<file path="config.mk">
export PLATFORM = sky130hd
export DESIGN_NAME = irq_prio_ctrl
export DESIGN_NICKNAME = d
export VERILOG_FILES = /design/src/rtl/irq_pkg.sv /design/src/rtl/irq_capture.sv /design/src/rtl/irq_level_enc.sv /design/src/rtl/irq_regbus.sv /design/src/rtl/irq_prio_ctrl.sv
export SDC_FILE = /design/constraint.sdc
export NUM_CORES = 1
export LEC_CHECK = 0
export BUFFER_PORTS_ARGS = -buffer_cell sky130_fd_sc_hd__buf_2
export CORE_ASPECT_RATIO = 0.75
export CORE_MARGIN = 4
export CORE_UTILIZATION = 40
export DETAILED_ROUTE_END_ITERATION = 7
export GPL_ROUTABILITY_DRIVEN = 1
export MAX_ROUTING_LAYER = met4
export PLACE_DENSITY = 0.69
export SYNTH_ARGS = -nofsm -noshare
export SYNTH_HDL_FRONTEND = slang
export SYNTH_SLANG_ARGS = --single-unit
export TNS_END_PERCENT = 5
</file>
<file path="constraint.sdc">
create_clock -name clk -period 2.95 [get_ports clk]
set_input_delay 0.59 -clock clk [delete_from_list [all_inputs] [get_ports clk]]
set_output_delay 0.59 -clock clk [all_outputs]
set_load 0.05 [all_outputs]
</file>
<file path="src/rtl/irq_pkg.sv">
package irq_pkg;

    localparam int REG_W = 32;
    localparam int NSRC  = 13;

    localparam int SRC_FLOPPY  = 0;
    localparam int SRC_KBD     = 1;
    localparam int SRC_POWER   = 2;
    localparam int SRC_CLOCK   = 3;
    localparam int SRC_NET_RX  = 4;
    localparam int SRC_NET_TX  = 5;
    localparam int SRC_SCSI    = 6;
    localparam int SRC_SERIAL  = 7;
    localparam int SRC_SER_DMA = 8;
    localparam int SRC_SOUND   = 9;
    localparam int SRC_SC_DMA  = 10;
    localparam int SRC_RX_DMA  = 11;
    localparam int SRC_TX_DMA  = 12;

    typedef enum logic [1:0] {
        GRP_LOW  = 2'd0,
        GRP_MID  = 2'd1,
        GRP_HIGH = 2'd2
    } grp_e;

    localparam int NGRP = 3;

    typedef enum logic [0:0] {
        BUS_IDLE = 1'b0,
        BUS_RESP = 1'b1
    } bus_st_e;

    // Status bit owned by each source index.
    function automatic int src_bit(input int idx);
        case (idx)
            SRC_FLOPPY:  return 7;
            SRC_KBD:     return 3;
            SRC_POWER:   return 2;
            SRC_CLOCK:   return 5;
            SRC_NET_RX:  return 9;
            SRC_NET_TX:  return 10;
            SRC_SCSI:    return 12;
            SRC_SERIAL:  return 17;
            SRC_SER_DMA: return 21;
            SRC_SOUND:   return 23;
            SRC_SC_DMA:  return 26;
            SRC_RX_DMA:  return 27;
            SRC_TX_DMA:  return 28;
            default:     return 0;
        endcase
    endfunction

    // Priority group of each source index.
    function automatic grp_e src_grp(input int idx);
        case (idx)
            SRC_SERIAL:                          return GRP_MID;
            SRC_SER_DMA, SRC_SOUND, SRC_SC_DMA,
            SRC_RX_DMA, SRC_TX_DMA:              return GRP_HIGH;
            default:                             return GRP_LOW;
        endcase
    endfunction

    function automatic logic [2:0] grp_level(input grp_e g);
        case (g)
            GRP_HIGH: return 3'd6;
            GRP_MID:  return 3'd5;
            default:  return 3'd3;
        endcase
    endfunction

    function automatic logic [REG_W-1:0] grp_mask(input grp_e g);
        logic [REG_W-1:0] m;
        m = '0;
        for (int i = 0; i < NSRC; i++) begin
            if (src_grp(i) == g) m[src_bit(i)] = 1'b1;
        end
        return m;
    endfunction

    localparam logic [REG_W-1:0] ALL_SRC_MASK =
        grp_mask(GRP_LOW) | grp_mask(GRP_MID) | grp_mask(GRP_HIGH);

    localparam int FORCE_BIT = src_bit(SRC_SC_DMA);
    localparam int CLR_BIT   = src_bit(SRC_POWER);

endpackage

</file>
<file path="src/rtl/irq_capture.sv">
module irq_capture
    import irq_pkg::*;
#(
    parameter int DATA_W = REG_W,
    parameter int N_SRC  = NSRC
) (
    input  logic              clk,
    input  logic              rst_n,
    input  logic [N_SRC-1:0]  irq_req,
    input  logic              sw_we,
    input  logic [DATA_W-1:0] sw_wdata,
    input  logic              force_we,
    input  logic              force_val,
    input  logic              clr_stb,
    output logic [DATA_W-1:0] status_o
);

    logic [N_SRC-1:0]  req_q;
    logic [N_SRC-1:0]  rise;
    logic [N_SRC-1:0]  fall;
    logic [DATA_W-1:0] status_q;
    logic [DATA_W-1:0] status_d;

    assign rise = irq_req & ~req_q;
    assign fall = ~irq_req & req_q;

    // Lowest precedence first; later assignments win.
    always_comb begin
        status_d = status_q;
        if (sw_we)    status_d = sw_wdata;
        if (force_we) status_d[FORCE_BIT] = force_val;
        if (clr_stb)  status_d[CLR_BIT] = 1'b0;
        for (int i = 0; i < N_SRC; i++) begin
            if (rise[i])      status_d[src_bit(i)] = 1'b1;
            else if (fall[i]) status_d[src_bit(i)] = 1'b0;
        end
    end

    always_ff @(posedge clk) begin
        if (!rst_n) begin
            status_q <= '0;
            req_q    <= '0;
        end else begin
            status_q <= status_d;
            req_q    <= irq_req;
        end
    end

    assign status_o = status_q;

    generate
        for (genvar s = 0; s < N_SRC; s++) begin : g_src_chk
            localparam int B = src_bit(s);
            AST_RISE_SETS: assert property (@(posedge clk) disable iff (!rst_n) rise[s] |=> status_o[B]);
            AST_FALL_CLEARS: assert property (@(posedge clk) disable iff (!rst_n) fall[s] |=> !status_o[B]);
        end
    endgenerate

    AST_CLR_STROBE: assert property (@(posedge clk) disable iff (!rst_n) (clr_stb && !rise[SRC_POWER]) |=> !status_o[CLR_BIT]);
    AST_FORCE_BIT: assert property (@(posedge clk) disable iff (!rst_n) (force_we && !rise[SRC_SC_DMA] && !fall[SRC_SC_DMA]) |=> (status_o[FORCE_BIT] == $past(force_val)));
    AST_SW_WRITE: assert property (@(posedge clk) disable iff (!rst_n) (sw_we && !force_we && !clr_stb && rise == '0 && fall == '0) |=> (status_o == $past(sw_wdata)));

endmodule

</file>
<file path="src/rtl/irq_level_enc.sv">
module irq_level_enc
    import irq_pkg::*;
#(
    parameter int DATA_W = REG_W,
    parameter int LVL_W  = 3
) (
    input  logic              clk,
    input  logic              rst_n,
    input  logic [DATA_W-1:0] status_i,
    input  logic [DATA_W-1:0] mask_i,
    output logic [LVL_W-1:0]  level_o
);

    logic [DATA_W-1:0] pend;
    logic [NGRP-1:0]   grp_hit;

    assign pend = status_i & ~mask_i;

    generate
        for (genvar g = 0; g < NGRP; g++) begin : g_grp
            localparam logic [DATA_W-1:0] GMASK = grp_mask(grp_e'(g));
            assign grp_hit[g] = |(pend & GMASK);
        end
    endgenerate

    // Highest group index wins.
    always_comb begin
        level_o = '0;
        for (int g = 0; g < NGRP; g++) begin
            if (grp_hit[g]) level_o = LVL_W'(grp_level(grp_e'(g)));
        end
    end

    AST_LEVEL_TOP: assert property (@(posedge clk) disable iff (!rst_n) (|(status_i & ~mask_i & grp_mask(GRP_HIGH))) |-> (level_o == 3'd6));
    AST_MASKED_QUIET: assert property (@(posedge clk) disable iff (!rst_n) ((status_i & ~mask_i & ALL_SRC_MASK) == '0) |-> (level_o == '0));
    AST_LEVEL_RANGE: assert property (@(posedge clk) disable iff (!rst_n) (level_o == 3'd0 || level_o == 3'd3 || level_o == 3'd5 || level_o == 3'd6));

endmodule

</file>
<file path="src/rtl/irq_regbus.sv">
module irq_regbus
    import irq_pkg::*;
#(
    parameter int DATA_W = REG_W,
    parameter int ADDR_W = 16,
    parameter logic [ADDR_W-1:0] STAT_OFF = 16'h7000,
    parameter logic [ADDR_W-1:0] MASK_OFF = 16'h7800
) (
    input  logic              clk,
    input  logic              rst_n,
    input  logic              req_valid,
    input  logic              req_write,
    input  logic [ADDR_W-1:0] req_addr,
    input  logic [DATA_W-1:0] req_wdata,
    output logic              req_ready,
    output logic              rsp_valid,
    output logic [DATA_W-1:0] rsp_rdata,
    input  logic [DATA_W-1:0] status_i,
    output logic [DATA_W-1:0] mask_o,
    output logic              stat_we,
    output logic [DATA_W-1:0] stat_wdata
);

    bus_st_e           state_q;
    bus_st_e           state_d;
    logic              accept;
    logic              hit_stat;
    logic              hit_mask;
    logic [DATA_W-1:0] rdata_q;
    logic [DATA_W-1:0] rd_mux;
    logic [DATA_W-1:0] mask_q;

    assign hit_stat = (req_addr == STAT_OFF);
    assign hit_mask = (req_addr == MASK_OFF);

    // Next-state process.
    always_comb begin
        state_d = state_q;
        unique case (state_q)
            BUS_IDLE: if (req_valid) state_d = BUS_RESP;
            BUS_RESP: state_d = BUS_IDLE;
            default:  state_d = BUS_IDLE;
        endcase
    end

    // State register.
    always_ff @(posedge clk) begin
        if (!rst_n) state_q <= BUS_IDLE;
        else        state_q <= state_d;
    end

    // Output process.
    always_comb begin
        req_ready = 1'b0;
        rsp_valid = 1'b0;
        unique case (state_q)
            BUS_IDLE: req_ready = 1'b1;
            BUS_RESP: rsp_valid = 1'b1;
            default:  req_ready = 1'b0;
        endcase
    end

    assign accept = req_valid && (state_q == BUS_IDLE);

    always_comb begin
        rd_mux = '0;
        if (hit_stat)      rd_mux = status_i;
        else if (hit_mask) rd_mux = mask_q;
    end

    always_ff @(posedge clk) begin
        if (!rst_n) begin
            mask_q  <= '0;
            rdata_q <= '0;
        end else if (accept) begin
            rdata_q <= req_write ? '0 : rd_mux;
            if (req_write && hit_mask) mask_q <= req_wdata;
        end
    end

    assign rsp_rdata  = rdata_q;
    assign mask_o     = mask_q;
    assign stat_we    = accept && req_write && hit_stat;
    assign stat_wdata = req_wdata;

    AST_RSP_NEXT: assert property (@(posedge clk) disable iff (!rst_n) (req_valid && req_ready) |=> rsp_valid);
    AST_NO_BACK2BACK: assert property (@(posedge clk) disable iff (!rst_n) rsp_valid |-> !req_ready);
    AST_MASK_WRITE: assert property (@(posedge clk) disable iff (!rst_n) (req_valid && req_ready && req_write && req_addr == MASK_OFF) |=> (mask_o == $past(req_wdata)));

endmodule

</file>
<file path="src/rtl/irq_prio_ctrl.sv">
module irq_prio_ctrl
    import irq_pkg::*;
#(
    parameter int DATA_W = REG_W,
    parameter int ADDR_W = 16,
    parameter int N_SRC  = NSRC,
    parameter int LVL_W  = 3,
    parameter logic [ADDR_W-1:0] STAT_OFF = 16'h7000,
    parameter logic [ADDR_W-1:0] MASK_OFF = 16'h7800
) (
    input  logic              clk,
    input  logic              rst_n,
    input  logic [N_SRC-1:0]  irq_req,
    input  logic              bus_valid,
    input  logic              bus_write,
    input  logic [ADDR_W-1:0] bus_addr,
    input  logic [DATA_W-1:0] bus_wdata,
    output logic              bus_ready,
    output logic              bus_rvalid,
    output logic [DATA_W-1:0] bus_rdata,
    input  logic              dma_force_we,
    input  logic              dma_force_val,
    input  logic              pwr_clr,
    output logic [LVL_W-1:0]  ipl
);

    logic [DATA_W-1:0] status_w;
    logic [DATA_W-1:0] mask_w;
    logic              stat_we_w;
    logic [DATA_W-1:0] stat_wdata_w;

    irq_regbus #(
        .DATA_W   (DATA_W),
        .ADDR_W   (ADDR_W),
        .STAT_OFF (STAT_OFF),
        .MASK_OFF (MASK_OFF)
    ) u_bus (
        .clk        (clk),
        .rst_n      (rst_n),
        .req_valid  (bus_valid),
        .req_write  (bus_write),
        .req_addr   (bus_addr),
        .req_wdata  (bus_wdata),
        .req_ready  (bus_ready),
        .rsp_valid  (bus_rvalid),
        .rsp_rdata  (bus_rdata),
        .status_i   (status_w),
        .mask_o     (mask_w),
        .stat_we    (stat_we_w),
        .stat_wdata (stat_wdata_w)
    );

    irq_capture #(
        .DATA_W (DATA_W),
        .N_SRC  (N_SRC)
    ) u_cap (
        .clk       (clk),
        .rst_n     (rst_n),
        .irq_req   (irq_req),
        .sw_we     (stat_we_w),
        .sw_wdata  (stat_wdata_w),
        .force_we  (dma_force_we),
        .force_val (dma_force_val),
        .clr_stb   (pwr_clr),
        .status_o  (status_w)
    );

    irq_level_enc #(
        .DATA_W (DATA_W),
        .LVL_W  (LVL_W)
    ) u_enc (
        .clk      (clk),
        .rst_n    (rst_n),
        .status_i (status_w),
        .mask_i   (mask_w),
        .level_o  (ipl)
    );

endmodule

</file>
==> results.sh, run 1 <==
export IMPL_status="finished, final reports clean"
export IMPL_arrival_ns=1.75
export IMPL_wirelength_um=11200
export IMPL_final_common_cell="nand2_1"
export IMPL_detail_route_antenna_nets=0
export IMPL_dr_pass1_iters=5
export IMPL_synth_ff_type="dfxtp_1"
export IMPL_synth_fp_nets=597
export IMPL_hold_path_class="in2reg"
export IMPL_root_buffer="clkbuf_16"
export IMPL_r2r_start="u_bus.state_q$_SDFF_PP0_"
export IMPL_cts_hold_buf=0
export IMPL_p_per_area_mw_per_mm2=552
export IMPL_cts_tree="done"
export IMPL_p_sw_uw=640
export IMPL_grt_pass1_wl_um=18100
export IMPL_finalHoldViolCount=0
export IMPL_place_area_sq_mm=0.00491
export IMPL_synthCells=529
export IMPL_grt_antenna_before_repair=0
export IMPL_die_w_um=128
export IMPL_start_kind="flip-flop"
export IMPL_worst_pin_slew_ns=1.06
export IMPL_cp_depth=5
export IMPL_cts_sinks=110
export IMPL_synth_cell_types=36
export IMPL_crit_chain="inv_1 > o22ai_1 > nor3_1 > a21boi_0 > buf_2"
export IMPL_maxCapViolations=0
export IMPL_grt_pass1_vias=3782
export IMPL_most_common_layout_cells="137 x nand2_1, 110 x dfxtp_1, 104 x buf_2"
export IMPL_clock_skew_ns=0.00851
export IMPL_finalSetupViolations=0
export IMPL_rsz0062_at_grt="false"
export IMPL_synth_edff_count=0
export IMPL_timing_setup_critical_path_class="reg2out"
export IMPL_ys_seq_elements=110
export IMPL_p_comb_share_pct=6.9
export IMPL_clk_latency_ns=0.35
export IMPL_num_vias=3998
export IMPL_switching_share_pct=22.4
export IMPL_cpMaxStageDelayCell="nor3_1"
export IMPL_fin_crit_ns=2.34
export IMPL_h_tree_depth=3
export IMPL_max_stage_delay_ns=0.43
export IMPL_ys_seq_area_share_pct=51.2
export IMPL_route_detailed_drc=0
export IMPL_fin_setup_tns_ns=0
export IMPL_fp_dieArea_sq_mm=0.0125
export IMPL_dr_first_iter_drc_count=344
export IMPL_avgRoutedWirePerCell_um=14.8
export IMPL_critPathLaunch="u_cap.status_o[28]$_SDFFE_PN0P_"
export IMPL_yosys_area_top_type="dfxtp_1"
export IMPL_design_core_area_sq_mm=0.0104
export IMPL_cp_end_kind="output pin"
export IMPL_required_ns=2.36
export IMPL_numCtsBuffers=9
export IMPL_slew_headroom_pct=29.3
export IMPL_critPathTopFamily="simple AND/OR/NAND/NOR gates"
export IMPL_syn_area_sq_mm=0.00430
export IMPL_cts_setup_buffers=0
export IMPL_post_route_period_util_pct=79.4
export IMPL_num_antenna_cells=0
export IMPL_overflow=0
export IMPL_ir_worst_vdd_mv=0.261
export IMPL_pin_count=105
export IMPL_seq_power_share_pct=53.4
export IMPL_viasPerCell=5.28
export IMPL_synth_warnings=0
export IMPL_io_buffers=104
export IMPL_maxSlewViolCount=0
export IMPL_start_util_pct=41.5
export IMPL_path_max_fanout=3
export IMPL_grt_max_degree=37
export IMPL_dp_hpwl_um=7820
export IMPL_p_int_mw=2.22
export IMPL_rows=32
export IMPL_pwr_share_clk_pct=39.7
export IMPL_final_nets=686
export IMPL_drive_gt1_share_pct=22.4
export IMPL_syn_area_per_cell_sq_um=8.13
export IMPL_cts_resized_gates=0
export IMPL_min_delay_path_depth=2
export IMPL_fin_util_pct=50.0
export IMPL_fmax_mhz=427
export IMPL_clock_path_buffers=2
export IMPL_die_h_um=97.8
export IMPL_areaGrowthSynthToFinish_pct=20.5
export IMPL_hold_start="pwr_clr"
export IMPL_fin_area_sq_mm=0.00518
export IMPL_p_leak_nw=2.00
export IMPL_r2r_cells=5
export IMPL_whs_ns=0.428
export IMPL_synthArstFlopShare_pct=0
export IMPL_yosys_area_top_type_share_pct=51.2
export IMPL_crit_buf_inv=2
export IMPL_clkSlewWorstSetupHoldPaths_ns=0.07
export IMPL_synthTopCellsByArea="dfxtp_1 51%, nand2_1 12%, a21oi_1 7.4%"
export IMPL_grt_use_total_pct=18.5
export IMPL_gp_congestion=0.827
==> worst paths after layout <==
path / slack (ns) / to
worst max register to register: 0.88 / u_cap.status_o[17]$_SDFF_PN0_
worst min register to register: 0.45 / u_bus.rsp_rdata[0]$_SDFFE_PN0N_
worst min-delay path: 0.43 / u_cap.status_o[2]$_SDFF_PN0_
worst max-delay path: 0.61 / ipl[0]
==> cell families (layout without fill, tap and decap cells) <==
| kind of cell | after synthesis | count (layout) | share of synthesized area [%] |
|---|---|---|---|
| AND/OR/NAND/NOR | 190 | 190 | 19.7 |
| AO/OA/AOI/OAI | 166 | 166 | 22.5 |
| buffers and inverters | 60 | 152 | 5.91 |
| multiplexers | 3 | 3 | 0.698 |
| flip-flops | 110 | 110 | 51.2 |
==> Yosys cell counts, types with 2 or more instances <==
| master | number |
|---|---|
| nand2b_1 | 5 |
| mux2i_1 | 3 |
| o22ai_1 | 5 |
| nor2b_1 | 5 |
| nor4_4 | 2 |
| buf_2 | 17 |
| a21oi_1 | 64 |
| a22oi_1 | 32 |
| inv_1 | 24 |
| dfxtp_1 | 110 |
| o21ai_1 | 18 |
| nor3_1 | 2 |
| nand2_1 | 137 |
| nand3_1 | 12 |
| and2_1 | 9 |
| nor2_1 | 9 |
| a21o_1 | 5 |
| clkbuf_1 | 17 |
| a31o_2 | 5 |
| o21ai_0 | 31 |
| nand4_1 | 2 |
==> metal layers <==
layer / up-vias / track usage, % / part of all wire, %
met4: 0 / 5.87 / 1.3
met2: 138 / 29.6 / 48
met1: 1871 / 23.1 / 45
met5: - / - / 0
li1: 1972 / - / -
met3: 17 / 4.54 / 6.7
==> layout make-up <==
type	instances	area [sq um]
Fill cell	1016	5190
Timing Repair Buffer	113	588
Clock buffer	13	270
Sequential cell	110	2200
Clock inverter	1	5.00
Tap cell	136	170
Multi-Input combinational cell	359	1850
Inverter	25	93.8
==> worst register-to-register path: cells and delay by family, from the launching register on <==
family / cells / cell delay [ns]
flip-flops: 1 / 0.36
AND/OR/NAND/NOR: 3 / 1.21
multiplexers: 1 / 0.27
AO/OA/AOI/OAI: 1 / 0.11
==> registers in the layout, indices dropped and copies added, names as in the netlist <==
| name | cells |
|---|---|
| u_bus.mask_o | 32 |
| u_bus.rsp_rdata | 32 |
| u_cap.status_o | 32 |
| u_cap.req_q | 13 |
| u_bus.state_q | 1 |
==> power groups by stage <==
stage	Sequential, mW	Clock, mW	Combinational [mW]
finish	1.53	1.14	0.198
global route	1.53	1.20	0.221
CTS	1.53	1.16	0.199
detailed placement	1.56	0	0.198
global placement	1.56	0	0.193
floorplan	1.56	0	0.107
==> metrics by stage <==
step                setup WS [ns]  total power, mW  cells
global placement            0.558             1.75    743
detailed placement          0.497             1.76    743
finish                      0.609             2.86    757
floorplan                   0.513             1.66    529
global route                0.491             2.95    757
CTS                         0.616             2.88    757
Note: power is estimated with default switching activity, not from simulation.
==> run 2: changes to the inputs <==
Settings changed: PLACE_DENSITY 0.69 to 0.71.
Clock period 2.95 ns to 2 ns, I/O delays scaled along.
==> run 2 against run 1 <==
  * The run now ends with setup timing left
  * Clock skew shrank 0.0042 ns
  * Register-to-register slack lost 0.63 ns
  * Setup slack lost 0.62 ns
  * Sequential power grew 47%
  * Flip-flop and latch count is the same
  * Worst hold slack lost 0.19 ns
  * Clock-buffer cell count is the same
  * Sequential share of layout area shrank 1.5 points
  * Utilization grew 2.0 points
  * First-iteration DRC count grew 5.5%
  * Total power grew 48%
  * Critical path type unchanged
  * Critical endpoint is now ipl[1]
  * Highest routed layer unchanged
==> results.sh, run 2 (synthesis results as in run 1) <==
export IMPL_status="complete, but fails checks"
export IMPL_violations="setup timing"
export IMPL_gp_congestion=0.790
export IMPL_route_detailed_drc=0
export IMPL_wirelength_um=11300
export IMPL_avgRoutedWirePerCell_um=14.7
export IMPL_arrival_ns=1.61
export IMPL_fmax_mhz=497
export IMPL_root_buffer="clkbuf_16"
export IMPL_clk_latency_ns=0.34
export IMPL_final_nets=699
export IMPL_min_delay_path_depth=2
export IMPL_cpMaxStageDelayCell="dfxtp_2"
export IMPL_rsz0062_at_grt="true"
export IMPL_worst_pin_slew_ns=0.462
export IMPL_most_common_layout_cells="137 x nand2_1, 105 x dfxtp_1, 103 x buf_2"
export IMPL_start_util_pct=41.5
export IMPL_r2r_start="u_bus.state_q$_SDFF_PP0_"
export IMPL_clock_path_buffers=2
export IMPL_dp_hpwl_um=7910
export IMPL_finalNonFillerCells=770
export IMPL_post_route_period_util_pct=101
export IMPL_fillerInstances=989
export IMPL_dr_pass1_iters=6
export IMPL_timing_setup_critical_path_class="reg2out"
export IMPL_num_antenna_cells=0
export IMPL_setup_ws_ns=-0.0103
export IMPL_cts_hold_buf=0
export IMPL_dp_cells=754
export IMPL_hold_end="u_cap.status_o[2]$_SDFF_PN0_"
export IMPL_detail_route_antenna_nets=0
export IMPL_maxSlewViolCount=0
export IMPL_design_core_area_sq_mm=0.0104
export IMPL_h_tree_depth=3
export IMPL_cp_end_kind="output pin"
export IMPL_grt_max_degree=40
export IMPL_finalHoldViolCount=0
export IMPL_hold_start="pwr_clr"
export IMPL_grt_pass1_vias=4003
export IMPL_p_per_area_mw_per_mm2=784
export IMPL_required_ns=1.60
export IMPL_viasPerCell=5.24
export IMPL_slew_headroom_pct=69.2
export IMPL_cts_tree="done"
export IMPL_start_kind="flip-flop"
export IMPL_r2r_setup_slack_ns=0.25
export IMPL_io_buffers=104
export IMPL_cts_sinks=110
export IMPL_clock_skew_ns=0.00427
export IMPL_fin_crit_ns=2.01
export IMPL_crit_chain="inv_2 > o22ai_2 > nor4_2 > buf_4 > nand2b_1 > nand2_1 > buf_6"
export IMPL_power_mw=4.22
export IMPL_fin_area_sq_mm=0.00539
export IMPL_rows=32
export IMPL_ir_worst_vdd_mv=0.331
export IMPL_p_leak_nw=2.10
export IMPL_r2r_end="u_cap.status_o[20]$_SDFFE_PN0N_"
export IMPL_hold_path_class="in2reg"
export IMPL_max_stage_delay_ns=0.33
export IMPL_path_max_fanout=2
export IMPL_pin_count=105
export IMPL_whs_ns=0.237
export IMPL_die_w_um=128
export IMPL_critPathTopFamily="simple AND/OR/NAND/NOR gates"
export IMPL_die_h_um=97.8
export IMPL_grt_pass1_wl_um=19000
export IMPL_numCtsBuffers=9
export IMPL_dr_first_iter_drc_count=363
export IMPL_maxCapViolations=0
export IMPL_fp_dieArea_sq_mm=0.0125
export IMPL_crit_buf_inv=3
export IMPL_clkSlewWorstSetupHoldPaths_ns=0.07
export IMPL_overflow=0
export IMPL_grt_antenna_before_repair=0
export IMPL_finalSetupViolations=1
export IMPL_num_vias=4032
export IMPL_r2r_cells=6
export IMPL_final_common_cell="nand2_1"
export IMPL_dp_slack_ns=-0.0410
export IMPL_drive_gt1_share_pct=25.7
export IMPL_place_area_sq_mm=0.00507
export IMPL_grt_use_total_pct=19.1
export IMPL_areaGrowthSynthToFinish_pct=25.3
-- run 2: changes by cell type in the layout (fill, tap and decap cells not counted), moves of 3 or more --
cell / delta
buf_12: +6
buf_4: +7
dfxtp_1: -5
dfxtp_2: +5
inv_1: -3
inv_2: +3
-- run 2: worst max path at each step --
stage	start	to	cells after the start
detailed placement	bus_addr[1]	u_cap.status_o[7]$_SDFF_PN0_	7
global placement	bus_addr[1]	u_cap.status_o[28]$_SDFFE_PN0P_	7
floorplan	u_cap.status_o[27]$_SDFF_PN0_	ipl[0]	3
global route	u_cap.status_o[2]$_SDFF_PN0_	ipl[1]	7
CTS	u_cap.status_o[10]$_SDFF_PN0_	ipl[1]	7
finish	u_cap.status_o[2]$_SDFF_PN0_	ipl[1]	7
-- run 2: report_power, final --
part           switching, mW  internal (mW)  leakage (nW)  total (mW)
Clock                  0.728          0.931         0.138        1.66
Sequential            0.0243           2.23         0.895        2.25
Combinational          0.182          0.128          1.06       0.310
Total                  0.935           3.29          2.10        4.22
-- run 2: through the flow --
stage	utilization (%)	TNS, ns
CTS	51.9	-0.0382
detailed placement	48.9	-0.166
finish	51.9	-0.0103
global route	51.9	-0.115
floorplan	-	0
global placement	48.9	0
-- run 2: metal layers --
| layer | vias up | part of all wire, % | GRT usage, % |
|---|---|---|---|
| li1 | 1993 | - | - |
| met1 | 1891 | 46 | 24.8 |
| met2 | 135 | 47 | 30.2 |
| met3 | 13 | 6.1 | 4.43 |
| met4 | 0 | 0.99 | 5.14 |
| met5 | - | 0 | - |
-- run 2: final cells by class --
cell class	count	area [sq um]	share of cell area [%]
Sequential cell	110	2210	41.0
Inverter	25	93.8	1.74
Clock inverter	1	5.00	0.0929
Clock buffer	13	270	5.02
Timing Repair Buffer	126	767	14.2
Multi-Input combinational cell	359	1870	34.8
Tap cell	136	170	3.16
-- run 2: repair_timing --
action	4_1_cts	5_1_grt
pin swaps	1	1
endpoints found under the setup margin	2	2
resized for setup	10	3
cloned	0	0
buffers inserted	2	0
-- run 2: worst register-to-register path, delay by kind of cell, from the launching register on --
family | cells | cell delay, ns
compound gates | 1 | 0.06
buf+inv | 1 | 0.24
flops | 1 | 0.33
simple gates | 4 | 0.98
